`src/rtl/pacer_pkg.sv`:
```
package pacer_pkg;
   typedef enum logic [2:0] {
      ST_ARM_A  = 3'd0,
      ST_WAIT_A = 3'd1,
      ST_PACE_A = 3'd2,
      ST_ARM_V  = 3'd3,
      ST_WAIT_V = 3'd4,
      ST_PACE_V = 3'd5
   } pace_state_e;

   localparam int NUM_CHAMBERS = 2;
   localparam int CH_ATRIUM    = 0;
   localparam int CH_VENT      = 1;
endpackage

```
`src/rtl/pacer_timer.sv`:
```
module pacer_timer #(
   parameter int RELOAD_TICKS = 8,
   parameter bit COUNT_DOWN   = 1'b1
) (
   input  logic clk,
   input  logic rst_n,
   input  logic restart_i,
   output logic expired_o
);
   localparam int CNT_W = $clog2(RELOAD_TICKS + 1);
   localparam logic [CNT_W-1:0] LOAD = CNT_W'(RELOAD_TICKS);
   localparam logic [CNT_W-1:0] ONE  = CNT_W'(1);

   generate
      if (RELOAD_TICKS < 1) begin : g_bad_reload
         $error("pacer_timer: RELOAD_TICKS must be at least 1");
      end
   endgenerate

   logic [CNT_W-1:0] cnt_q;

   generate
      if (COUNT_DOWN) begin : g_down
         // Loads the full count and runs down to zero, where it holds.
         always_ff @(posedge clk or negedge rst_n) begin
            if (!rst_n)
               cnt_q <= LOAD;
            else if (restart_i)
               cnt_q <= LOAD;
            else if (cnt_q != '0)
               cnt_q <= cnt_q - ONE;
         end
         assign expired_o = (cnt_q == '0);
      end else begin : g_up
         // Clears to zero and runs up to the reload value, where it holds.
         always_ff @(posedge clk or negedge rst_n) begin
            if (!rst_n)
               cnt_q <= '0;
            else if (restart_i)
               cnt_q <= '0;
            else if (cnt_q != LOAD)
               cnt_q <= cnt_q + ONE;
         end
         assign expired_o = (cnt_q == LOAD);
      end
   endgenerate
endmodule

```
`src/rtl/pacer_fsm.sv`:
```
module pacer_fsm
   import pacer_pkg::*;
(
   input  logic                    clk,
   input  logic                    rst_n,
   input  logic [NUM_CHAMBERS-1:0] sense_i,
   input  logic [NUM_CHAMBERS-1:0] expired_i,
   output logic [NUM_CHAMBERS-1:0] pace_o,
   output logic [NUM_CHAMBERS-1:0] restart_o
);
   pace_state_e state_q, state_d;

   always_ff @(posedge clk or negedge rst_n) begin
      if (!rst_n)
         state_q <= ST_ARM_A;
      else
         state_q <= state_d;
   end

   // A sense wins over a same-cycle expiry: it is tested first.
   always_comb begin
      state_d = state_q;
      unique case (state_q)
         ST_ARM_A:  state_d = ST_WAIT_A;
         ST_WAIT_A: begin
            if (sense_i[CH_ATRIUM])
               state_d = ST_ARM_V;
            else if (expired_i[CH_ATRIUM])
               state_d = ST_PACE_A;
         end
         ST_PACE_A: state_d = ST_ARM_V;
         ST_ARM_V:  state_d = ST_WAIT_V;
         ST_WAIT_V: begin
            if (sense_i[CH_VENT])
               state_d = ST_ARM_A;
            else if (expired_i[CH_VENT])
               state_d = ST_PACE_V;
         end
         ST_PACE_V: state_d = ST_ARM_A;
         default:   state_d = ST_ARM_A;
      endcase
   end

   // Moore outputs; everything not named in a state stays low.
   always_comb begin
      pace_o    = '0;
      restart_o = '0;
      pace_o[CH_ATRIUM]    = (state_q == ST_PACE_A);
      pace_o[CH_VENT]      = (state_q == ST_PACE_V);
      restart_o[CH_ATRIUM] = (state_q == ST_ARM_A);
      restart_o[CH_VENT]   = (state_q == ST_ARM_V);
   end
endmodule

```
`src/rtl/dual_chamber_pacer.sv`:
```
module dual_chamber_pacer
   import pacer_pkg::*;
#(
   parameter int RELOAD_TICKS = 200_000_000,
   parameter bit COUNT_DOWN   = 1'b1
) (
   input  logic clk,
   input  logic rst_n,
   input  logic atrial_sense,
   input  logic vent_sense,
   output logic atrial_pace,
   output logic vent_pace,
   output logic atrial_restart,
   output logic vent_restart,
   output logic atrial_expired,
   output logic vent_expired
);
   logic [NUM_CHAMBERS-1:0] sense_v, expired_v, pace_v, restart_v;

   assign sense_v[CH_ATRIUM] = atrial_sense;
   assign sense_v[CH_VENT]   = vent_sense;

   pacer_fsm u_fsm (
      .clk       (clk),
      .rst_n     (rst_n),
      .sense_i   (sense_v),
      .expired_i (expired_v),
      .pace_o    (pace_v),
      .restart_o (restart_v)
   );

   generate
      for (genvar g = 0; g < NUM_CHAMBERS; g++) begin : g_chamber
         pacer_timer #(
            .RELOAD_TICKS (RELOAD_TICKS),
            .COUNT_DOWN   (COUNT_DOWN)
         ) u_timer (
            .clk       (clk),
            .rst_n     (rst_n),
            .restart_i (restart_v[g]),
            .expired_o (expired_v[g])
         );
      end
   endgenerate

   assign atrial_pace    = pace_v[CH_ATRIUM];
   assign vent_pace      = pace_v[CH_VENT];
   assign atrial_restart = restart_v[CH_ATRIUM];
   assign vent_restart   = restart_v[CH_VENT];
   assign atrial_expired = expired_v[CH_ATRIUM];
   assign vent_expired   = expired_v[CH_VENT];
endmodule

```
`config.mk`:
```
export PLATFORM = sky130hd
export DESIGN_NAME = dual_chamber_pacer
export DESIGN_NICKNAME = d
export VERILOG_FILES = /design/src/rtl/pacer_pkg.sv /design/src/rtl/pacer_timer.sv /design/src/rtl/pacer_fsm.sv /design/src/rtl/dual_chamber_pacer.sv
export SDC_FILE = /design/constraint.sdc
export NUM_CORES = 1
export LEC_CHECK = 0
export ABC_CLOCK_PERIOD_IN_PS = 2600
export BUFFER_PORTS_ARGS = -buffer_cell sky130_fd_sc_hd__buf_2
export CORE_ASPECT_RATIO = 0.75
export CORE_UTILIZATION = 44
export DETAILED_ROUTE_END_ITERATION = 8
export GPL_TIMING_DRIVEN = 0
export PLACE_DENSITY_LB_ADDON = 0.2
export SYNTH_ARGS = -nofsm -noshare
export SYNTH_HDL_FRONTEND = slang
export SYNTH_SLANG_ARGS = --single-unit
```
`constraint.sdc`:
```
create_clock -name clk -period 2.6 [get_ports clk]
set_clock_uncertainty 0.1 [all_clocks]
set_input_delay 0.52 -clock clk [delete_from_list [all_inputs] [get_ports clk]]
set_output_delay 0.52 -clock clk [all_outputs]
set_load 0.05 [all_outputs]
```
==> flow_metrics.tcl, run 1 <==
set metrics [dict create \
    status "complete, no violations" \
    maxCapViolCount 0 \
    cts_sinks 59 \
    clk_transition_reported_paths_ns 0.07 \
    die_y_um 78.0 \
    drt_iter0_markers 258 \
    initial_core_util_pct 45.8 \
    end_kind "primary output" \
    setup_viol 0 \
    first_pass_iters 5 \
    hold_viol_final 0 \
    power.density_mw_per_mm2 931 \
    cts-root-buf "clkbuf_8" \
    path_delay_family "simple AND/OR/NAND/NOR gates" \
    fin_area_mm2 0.00398 \
    antenna_cells 0 \
    crit_slowest_cell "or4_4" \
    critPathBufInv 2 \
    vias 2991 \
    slowest_delay_ns 0.56 \
    nets 401 \
    cts-htree-levels 3 \
    stdcell_count 499 \
    peakVddDrop_mv 0.387 \
    crit_path_max_fanout 6 \
    synth.area.top_cells "dfrtp_1 26%, dfstp_2 19%, nor2_1 3.9%, or4_1 3.5%, xnor2_1 3.4%" \
    rsz0062_at_grt "true" \
    ys_seq_elements 59 \
    critPathKind "reg -> out" \
    avgRoutedWirePerCell_um 16.8 \
    grt_use_total_pct 22.6 \
    syn_avg_cell_area_um2 9.24 \
    cts_tree "built" \
    drv_slew 0 \
    chipWidth_um 103 \
    area_growth_pct 17.3 \
    leakage_nw 1.45 \
    synth.distinct_cells 51 \
    cts_buffer_depth 2 \
    startpoint_type "flop" \
    ant_nets 0 \
    grt_pass1_wl_mm 13.9 \
    ctsHoldBuffers 0 \
    hold_path_class "in -> async" \
    ioPinCount 10 \
    numCtsBuffers 9 \
    layout_min_cycle_time_ns 2.57 \
    synth.cell_area_mm2 0.00339 \
    hpwl_mm 5.65 \
    worst_pin_slew_ns 0.761 \
    yosys.area.top_type "dfrtp_1" \
    drive_gt1_share_pct 26.1 \
    grt_overflow 0 \
    yosysTopAreaCellShare_pct 25.8 \
    grt_max_degree 60 \
    coreArea_mm2 0.00740 \
    drc 0 \
    ys_seq_area_share_pct 44.4 \
    die_area_mm2 0.00807 \
    antenna_found_initial 0 \
    timing.slew.headroom_pct 49.3 \
    cp_cell_sequence "or4_4, nor3_4, nand3_4, inv_4, buf_8" \
    hold_ws_ns 0.141 \
    core.rowCount 27 \
    finalPower_mw 3.70 \
    clock_latency_ns 0.34 \
    cp.required_ns 1.98 \
    clock.fmax_mhz 389 \
    crit_arrival_ns 1.95 \
    post-route-util_pct 53.8 \
    cp-startpoint "g_chamber[0].u_timer.cnt_q[4]" \
    ys_warn_count 0 \
    final.period_utilization_pct 99.0 \
    fillers 672 \
    placed_area_mm2 0.00358 \
    syn-num-nets 375 \
    synth_cells 367 \
    via_per_inst 5.99 \
    port_buffers 9 \
    wl_mm 8.39 \
    r2r_start "g_chamber[0].u_timer.cnt_q[4]" \
    first_global_vias 2694 \
    gp_congestion 0.865 \
    placedCellCount 477 \
]
[sequential cells by signal (all words and copies together) (netlist names)]
register,cells
u_fsm.state_q,3
g_chamber.u_timer.cnt_q,56
[repair_timing]
action                     CTS  global route
resized for setup           23            16
setup endpoints to repair   13            20
pin swaps                    3             4
buffers inserted             2             8
[per-layer routing]
metal | vias to the layer above | global-route usage, % | share of wire [%]
met5 | - | 0 | 0
met1 | 1478 | 36.1 | 54
met2 | 76 | 29.5 | 41
met4 | 0 | 7.04 | 1.1
met3 | 9 | 4.99 | 4.4
li1 | 1428 | - | -
[power by group]
group	leakage [nW]	total [mW]	switching, mW	internal (mW)
Sequential	0.711	1.44	0.286	1.15
Combinational	0.637	1.43	0.881	0.548
Clock	0.0991	0.839	0.375	0.464
Total	1.45	3.70	1.54	2.16
[path summary, 6_finish.rpt]
kind / slack (ns) / cells past startpoint / end
worst min register to register: 0.44 / 2 / g_chamber[1].u_timer.cnt_q[25]
worst max register to register: 0.12 / 5 / g_chamber[0].u_timer.cnt_q[26]
worst min-delay path: 0.14 / 1 / g_chamber[1].u_timer.cnt_q[5]
worst max-delay path: 0.03 / 5 / atrial_expired
min in group clk: 0.35 / 3 / u_fsm.state_q[2]
max in group asynchronous: 1.73 / 1 / g_chamber[0].u_timer.cnt_q[3]
[final cells by class]
| class | instances | area [µm²] | share of cell area (%) |
|---|---|---|---|
| multi-input combinational | 283 | 1910 | 48.1 |
| sequential | 59 | 1510 | 37.9 |
| clock buffer | 11 | 141 | 3.55 |
| timing repair buffer | 19 | 141 | 3.55 |
| tap | 101 | 126 | 3.18 |
| clock inverter | 5 | 52.6 | 1.32 |
| buffer | 12 | 51.3 | 1.29 |
| inverter | 9 | 45.0 | 1.13 |
[stage by stage]
step / setup WS [ns] / TNS [ns]
after floorplan: 0.228 / 0
after global placement: -0.0741 / -0.185
after detailed placement: -0.138 / -0.726
after CTS: -0.0569 / -0.0569
after global routing: -0.0384 / -0.0415
final: 0.0262 / 0
[kinds of logic after synthesis]
logic type                 share of synthesized area (%)
AOI/OAI and AO/OA                                   14.4
xor gates and xnor gates                            4.39
adders and majority gates                           1.48
and+or+nand+nor                                     31.5
DFF                                                 44.4
buffers and inverters                               2.95
muxes                                              0.885
[worst reg2reg max path, stage by stage, from the launching register on]
cell	delay (ns)
dfrtp_1	0.43
nor4_2	0.53
nand3_1	0.28
nor4_1	0.67
a21oi_1	0.14
a31o_2	0.23
[cells in the final DEF (no fill, tap or decap), types with 4 or more instances in the layout]
| cell type | Yosys | routed |
|---|---|---|
| o31ai_1 | 11 | 10 |
| nand2b_1 | 7 | 7 |
| nand4_1 | 8 | 8 |
| o311ai_0 | 4 | 4 |
| inv_1 | 7 | 6 |
| dfstp_2 | 24 | 24 |
| xnor2_1 | 13 | 13 |
| nor4_2 | 3 | 6 |
| or4_1 | 16 | 15 |
| a21oi_1 | 19 | 19 |
| clkbuf_1 | 11 | 8 |
| o21ai_0 | 14 | 14 |
| nor2_1 | 35 | 35 |
| dfrtp_1 | 35 | 34 |
| nand3_1 | 18 | 16 |
| and4_1 | 6 | 4 |
| a211oi_1 | 8 | 8 |
| nor3_1 | 14 | 12 |
| clkbuf_8 | 0 | 10 |
| nand2_1 | 25 | 25 |
| or3_1 | 11 | 11 |
| o211ai_1 | 4 | 4 |
| buf_4 | 0 | 11 |
| xor2_1 | 4 | 4 |
| buf_2 | 5 | 10 |
| nor4_1 | 12 | 7 |
[synth_stat cells, drive strengths merged]
cell type	number
dfrtp	35
nor2	35
nand2	26
dfstp	24
a21oi	19
nand3	18
or4	17
nor3	16
nor4	15
o21ai	15
xnor2	13
or3	12
clkbuf	11
o31ai	11
a211oi	8
nand4	8
and4	7
inv	7
nand2b	7
and3	5
buf	5
a2111oi	4
ha	4
nor2b	4
nor3b	4
o211ai	4
o311ai	4
xor2	4
a31o	3
and2	3
mux2i	3
or2	3
clkinv	2
nand3b	2
o31a	2
a21bo	1
a31oi	1
nand4b	1
o21a	1
o41ai	1
or3b	1
or4b	1
No activity file was read; power rests on OpenSTA's default activity.
==> run 2, diff against run 1 <==
ABC_CLOCK_PERIOD_IN_PS = 2550   (was 2600)
clock period = 2.55 ns   (was 2.6 ns; I/O delays follow)
==> flow_metrics.tcl, run 2 (synthesized netlist as in run 1, its figures left out) <==
set metrics [dict create \
    status "complete, but fails checks" \
    violations "setup timing" \
    leakage_nw 1.46 \
    avgRoutedWirePerCell_um 16.9 \
    hold_viol_final 0 \
    r2r_start "g_chamber[1].u_timer.cnt_q[6]" \
    slowest_delay_ns 0.58 \
    cp_cell_sequence "or4_4, nor3_4, nand3_2, inv_4, buf_8" \
    hold_ws_ns 0.128 \
    setup_slack_ns -0.00618 \
    cts-root-buf "clkbuf_8" \
    hold_path_class "in -> async" \
    area_growth_pct 18.3 \
    crit_slowest_cell "or4_4" \
    timing.slew.headroom_pct 50.6 \
    place_ws_ns -0.188 \
    ioPinCount 10 \
    wl_mm 8.44 \
    antenna_found_initial 0 \
    first_pass_iters 5 \
    ff2ff_path_depth 6 \
    initial_core_util_pct 45.8 \
    largest_reg_flops 56 \
    nets 402 \
    drt_iter0_markers 256 \
    clock.fmax_mhz 391 \
    reg_top3 "g_chamber.u_timer.cnt_q: 56 flops, u_fsm.state_q: 3 flops" \
    setup_viol 1 \
    maxCapViolCount 0 \
    die_y_um 78.0 \
    cts_tree "built" \
    post-route-util_pct 54.2 \
    cts_sinks 59 \
    crit_path_max_fanout 4 \
    grt_use_total_pct 22.8 \
    coreArea_mm2 0.00740 \
    grt_overflow 0 \
    crit_arrival_ns 1.95 \
    first_global_vias 2717 \
    final_common_cell "nor2_1" \
    cts-htree-levels 3 \
    placedCellCount 477 \
    critPathKind "reg -> out" \
    drive_gt1_share_pct 26.1 \
    drv_slew 0 \
    grt_max_degree 60 \
    crit_end "atrial_expired" \
    cp-startpoint "g_chamber[0].u_timer.cnt_q[4]" \
    hpwl_mm 5.65 \
    fin_tns_setup_ns -0.00618 \
    port_buffers 9 \
    gp_congestion 0.865 \
    peakVddDrop_mv 0.396 \
    regMostFlops "g_chamber.u_timer.cnt_q" \
    final_cell_mix "35 x nor2_1, 34 x dfrtp_1, 25 x nand2_1" \
    worst_r2r_endpoint "g_chamber[1].u_timer.cnt_q[21]" \
    rsz0062_at_grt "true" \
    r2r_slack_ns 0.14 \
    layout_min_cycle_time_ns 2.56 \
    startpoint_type "flop" \
    core.rowCount 27 \
    clk_transition_reported_paths_ns 0.07 \
    clock_latency_ns 0.34 \
    final.period_utilization_pct 100 \
    antenna_cells 0 \
    cts_buffer_depth 2 \
    chipWidth_um 103 \
    via_per_inst 6.00 \
    die_area_mm2 0.00807 \
    stdcell_count 500 \
    end_kind "primary output" \
    ant_nets 0 \
    grt_pass1_wl_mm 14.0 \
    worst_pin_slew_ns 0.741 \
    power.density_mw_per_mm2 941 \
    drc 0 \
    cp.required_ns 1.94 \
    numCtsBuffers 9 \
    vias 2998 \
]
## run 2: changes by cell type in the layout (fill, tap and decap cells not counted), sizes merged
cell      previous run  this run
buf                 23        25
clkbuf              19        18
clkinv               4         5
clkinvlp             2         1
## run 2: layout make-up
cell class                 count  area [µm²]
timing repair buffer          20         149
sequential                    59        1510
clock inverter                 5        52.6
clock buffer                  11         141
tap                          101         126
buffer                        12        51.3
inverter                       9        42.5
fill                         672        3390
multi-input combinational    283        1940
## run 2: how the worst min path moves through the flow
stage,endpoint,slack [ns],depth (start not counted)
finish,g_chamber[1].u_timer.cnt_q[20],0.13,1
detailed placement,g_chamber[0].u_timer.cnt_q[27],0.41,2
global route,g_chamber[1].u_timer.cnt_q[6],0.19,1
floorplan,g_chamber[0].u_timer.cnt_q[0],0.11,0
global placement,g_chamber[1].u_timer.cnt_q[25],0.40,2
CTS,u_fsm.state_q[2],0.33,3
## run 2: what timing repair did
action | 4_1_cts | 5_1_grt
hold buffers | 0 | 0
endpoints found under the hold margin | 0 | 0
setup endpoints to repair | 14 | 21
resized for setup | 26 | 15
setup buffers | 4 | 7
pin swaps | 4 | 6
## run 2: power by group
| part | internal [mW] | switching (mW) |
|---|---|---|
| clock | 0.473 | 0.378 |
| combinational | 0.553 | 0.889 |
| sequential | 1.17 | 0.308 |
## run 2: worst max-delay path: cells and delay by family, from the launching register on
kind,cells,cell delay (ns)
and+or+nand+nor,3,0.93
DFF,1,0.43
buffers and inverters,2,0.25
## run 2: metrics by stage
| stage | power, mW | cell area (µm²) |
|---|---|---|
| after floorplan | 2.39 | 3410 |
| after global placement | 2.73 | 3580 |
| after detailed placement | 2.78 | 3580 |
| after CTS | 3.73 | 3890 |
| after global routing | 4.02 | 4010 |
| final | 3.77 | 4010 |
## run 2: metal layers
layer / up-vias / wire length [µm] / global-route usage [%]
li1: 1435 / - / -
met4: 0 / 82 / 7.04
met3: 8 / 474 / 4.99
met5: - / 0 / 0
met1: 1476 / 4390 / 36.3
met2: 79 / 3500 / 29.9
==> run 3, diff against run 2 <==
GPL_ROUTABILITY_DRIVEN = 1   (was unset)
SKIP_CTS_REPAIR_TIMING = 1   (was unset)
==> flow_metrics.tcl, run 3 (synthesized netlist as in run 1, its figures left out) <==
set metrics [dict create \
    final.period_utilization_pct 106 \
    leakage_nw 1.49 \
    via_per_inst 5.93 \
    cts-root-buf "clkbuf_8" \
    area_growth_pct 19.4 \
    first_global_vias 2691 \
    drv_slew 0 \
    grt_use_total_pct 22.5 \
    fin_area_mm2 0.00405 \
    rsz0062_at_grt "true" \
    startpoint_type "flop" \
    final_cell_mix "35 x nor2_1, 34 x dfrtp_1, 25 x nand2_1" \
    maxCapViolCount 0 \
    vias 3012 \
    timing.slew.headroom_pct 50.0 \
    cts-htree-levels 3 \
    gp_congestion 0.865 \
    drt_iter0_markers 207 \
    die_area_mm2 0.00807 \
    critPathKind "reg -> out" \
    cts_buffer_depth 2 \
    fin_tns_setup_ns -0.164 \
    initial_core_util_pct 45.8 \
    placedCellCount 477 \
    layout_min_cycle_time_ns 2.71 \
    clock.fmax_mhz 368 \
    hold_viol_final 0 \
    largest_reg_flops 56 \
    crit_arrival_ns 2.10 \
    drive_gt1_share_pct 27.8 \
    violations "setup timing" \
    final_common_cell "nor2_1" \
    grt_pass1_wl_mm 13.9 \
    setup_viol 1 \
    nets 410 \
    hold_path_class "in -> async" \
    hpwl_mm 5.65 \
    antenna_cells 0 \
    drc 0 \
    status "complete, but fails checks" \
    first_pass_iters 5 \
    fillers 660 \
    stdcell_count 508 \
    grt_overflow 0 \
    cp.required_ns 1.94 \
    regMostFlops "g_chamber.u_timer.cnt_q" \
    avgRoutedWirePerCell_um 16.7 \
    core.rowCount 27 \
    peakVddDrop_mv 0.366 \
    cts_tree "built" \
    chipWidth_um 103 \
    grt_max_degree 60 \
    multi_input_area_mm2 0.00192 \
    coreArea_mm2 0.00740 \
    seqCellArea_mm2 0.00151 \
    port_buffers 9 \
    ant_nets 0 \
    worst_pin_slew_ns 0.750 \
    end_kind "primary output" \
    clock_latency_ns 0.35 \
    antenna_found_initial 0 \
    wl_mm 8.46 \
    finalPower_mw 3.87 \
    placed_area_mm2 0.00358 \
    hold_ws_ns 0.125 \
    cts_sinks 59 \
    ioPinCount 10 \
    clk_transition_reported_paths_ns 0.07 \
    crit_path_max_fanout 6 \
    die_y_um 78.0 \
    reg_top3 "g_chamber.u_timer.cnt_q: 56 flops, u_fsm.state_q: 3 flops" \
    setup_slack_ns -0.164 \
    power.density_mw_per_mm2 956 \
    numCtsBuffers 9 \
]
[run 3: cell count changes in the layout (fill, tap and decap cells not counted), sizes merged]
cell,before,now
clkinv,5,3
buf,25,32
clkinvlp,1,3
clkbuf,18,19
[run 3: worst paths after layout]
path | startpoint | to | slack [ns] | depth (start not counted)
worst max-delay path | g_chamber[0].u_timer.cnt_q[17] | atrial_expired | -0.16 | 5
worst min-delay path | rst_n | g_chamber[1].u_timer.cnt_q[20] | 0.12 | 1
worst max register to register | g_chamber[0].u_timer.cnt_q[4] | g_chamber[0].u_timer.cnt_q[26] | 0.06 | 5
worst min register to register | g_chamber[0].u_timer.cnt_q[27] | g_chamber[0].u_timer.cnt_q[27] | 0.42 | 2
max in group asynchronous | rst_n | g_chamber[0].u_timer.cnt_q[3] | 1.70 | 1
min in group clk | vent_sense | u_fsm.state_q[2] | 0.34 | 3
[run 3: critical path, stage by stage, from the launching register on]
cell     delay, ns
dfstp_2       0.39
nor4_1        0.53
and4_1        0.43
nand3_4       0.14
inv_4         0.11
buf_8         0.14
[run 3: routing by layer]
layer	global-route usage, %	part of all wire (%)
met2	29.1	41
met1	36.0	53
met4	7.32	0.98
met3	5.16	5.5
met5	0	0
[run 3: power breakdown]
part           switching, mW  leakage (nW)  internal (mW)
sequential             0.293         0.711           1.17
clock                  0.378        0.0991          0.473
combinational          0.925         0.677          0.630
[run 3: final cells by class]
cell class	instances	area share (%)
flip-flops and latches	59	37.2
inverters	9	1.08
well taps	101	3.12
clock buffers	11	3.49
plain buffers	13	1.39
repair buffers	27	4.97
clock inverters	5	1.30
multi-input cells	283	47.4
[run 3: stage by stage]
step           util, %  setup WS [ns]
2_1_floorplan        -          0.188
3_3_place_gp      48.4         -0.114
3_5_place_dp      48.4         -0.188
4_1_cts           51.0         -0.511
5_1_grt           54.7         -0.223
6_report          54.7         -0.164
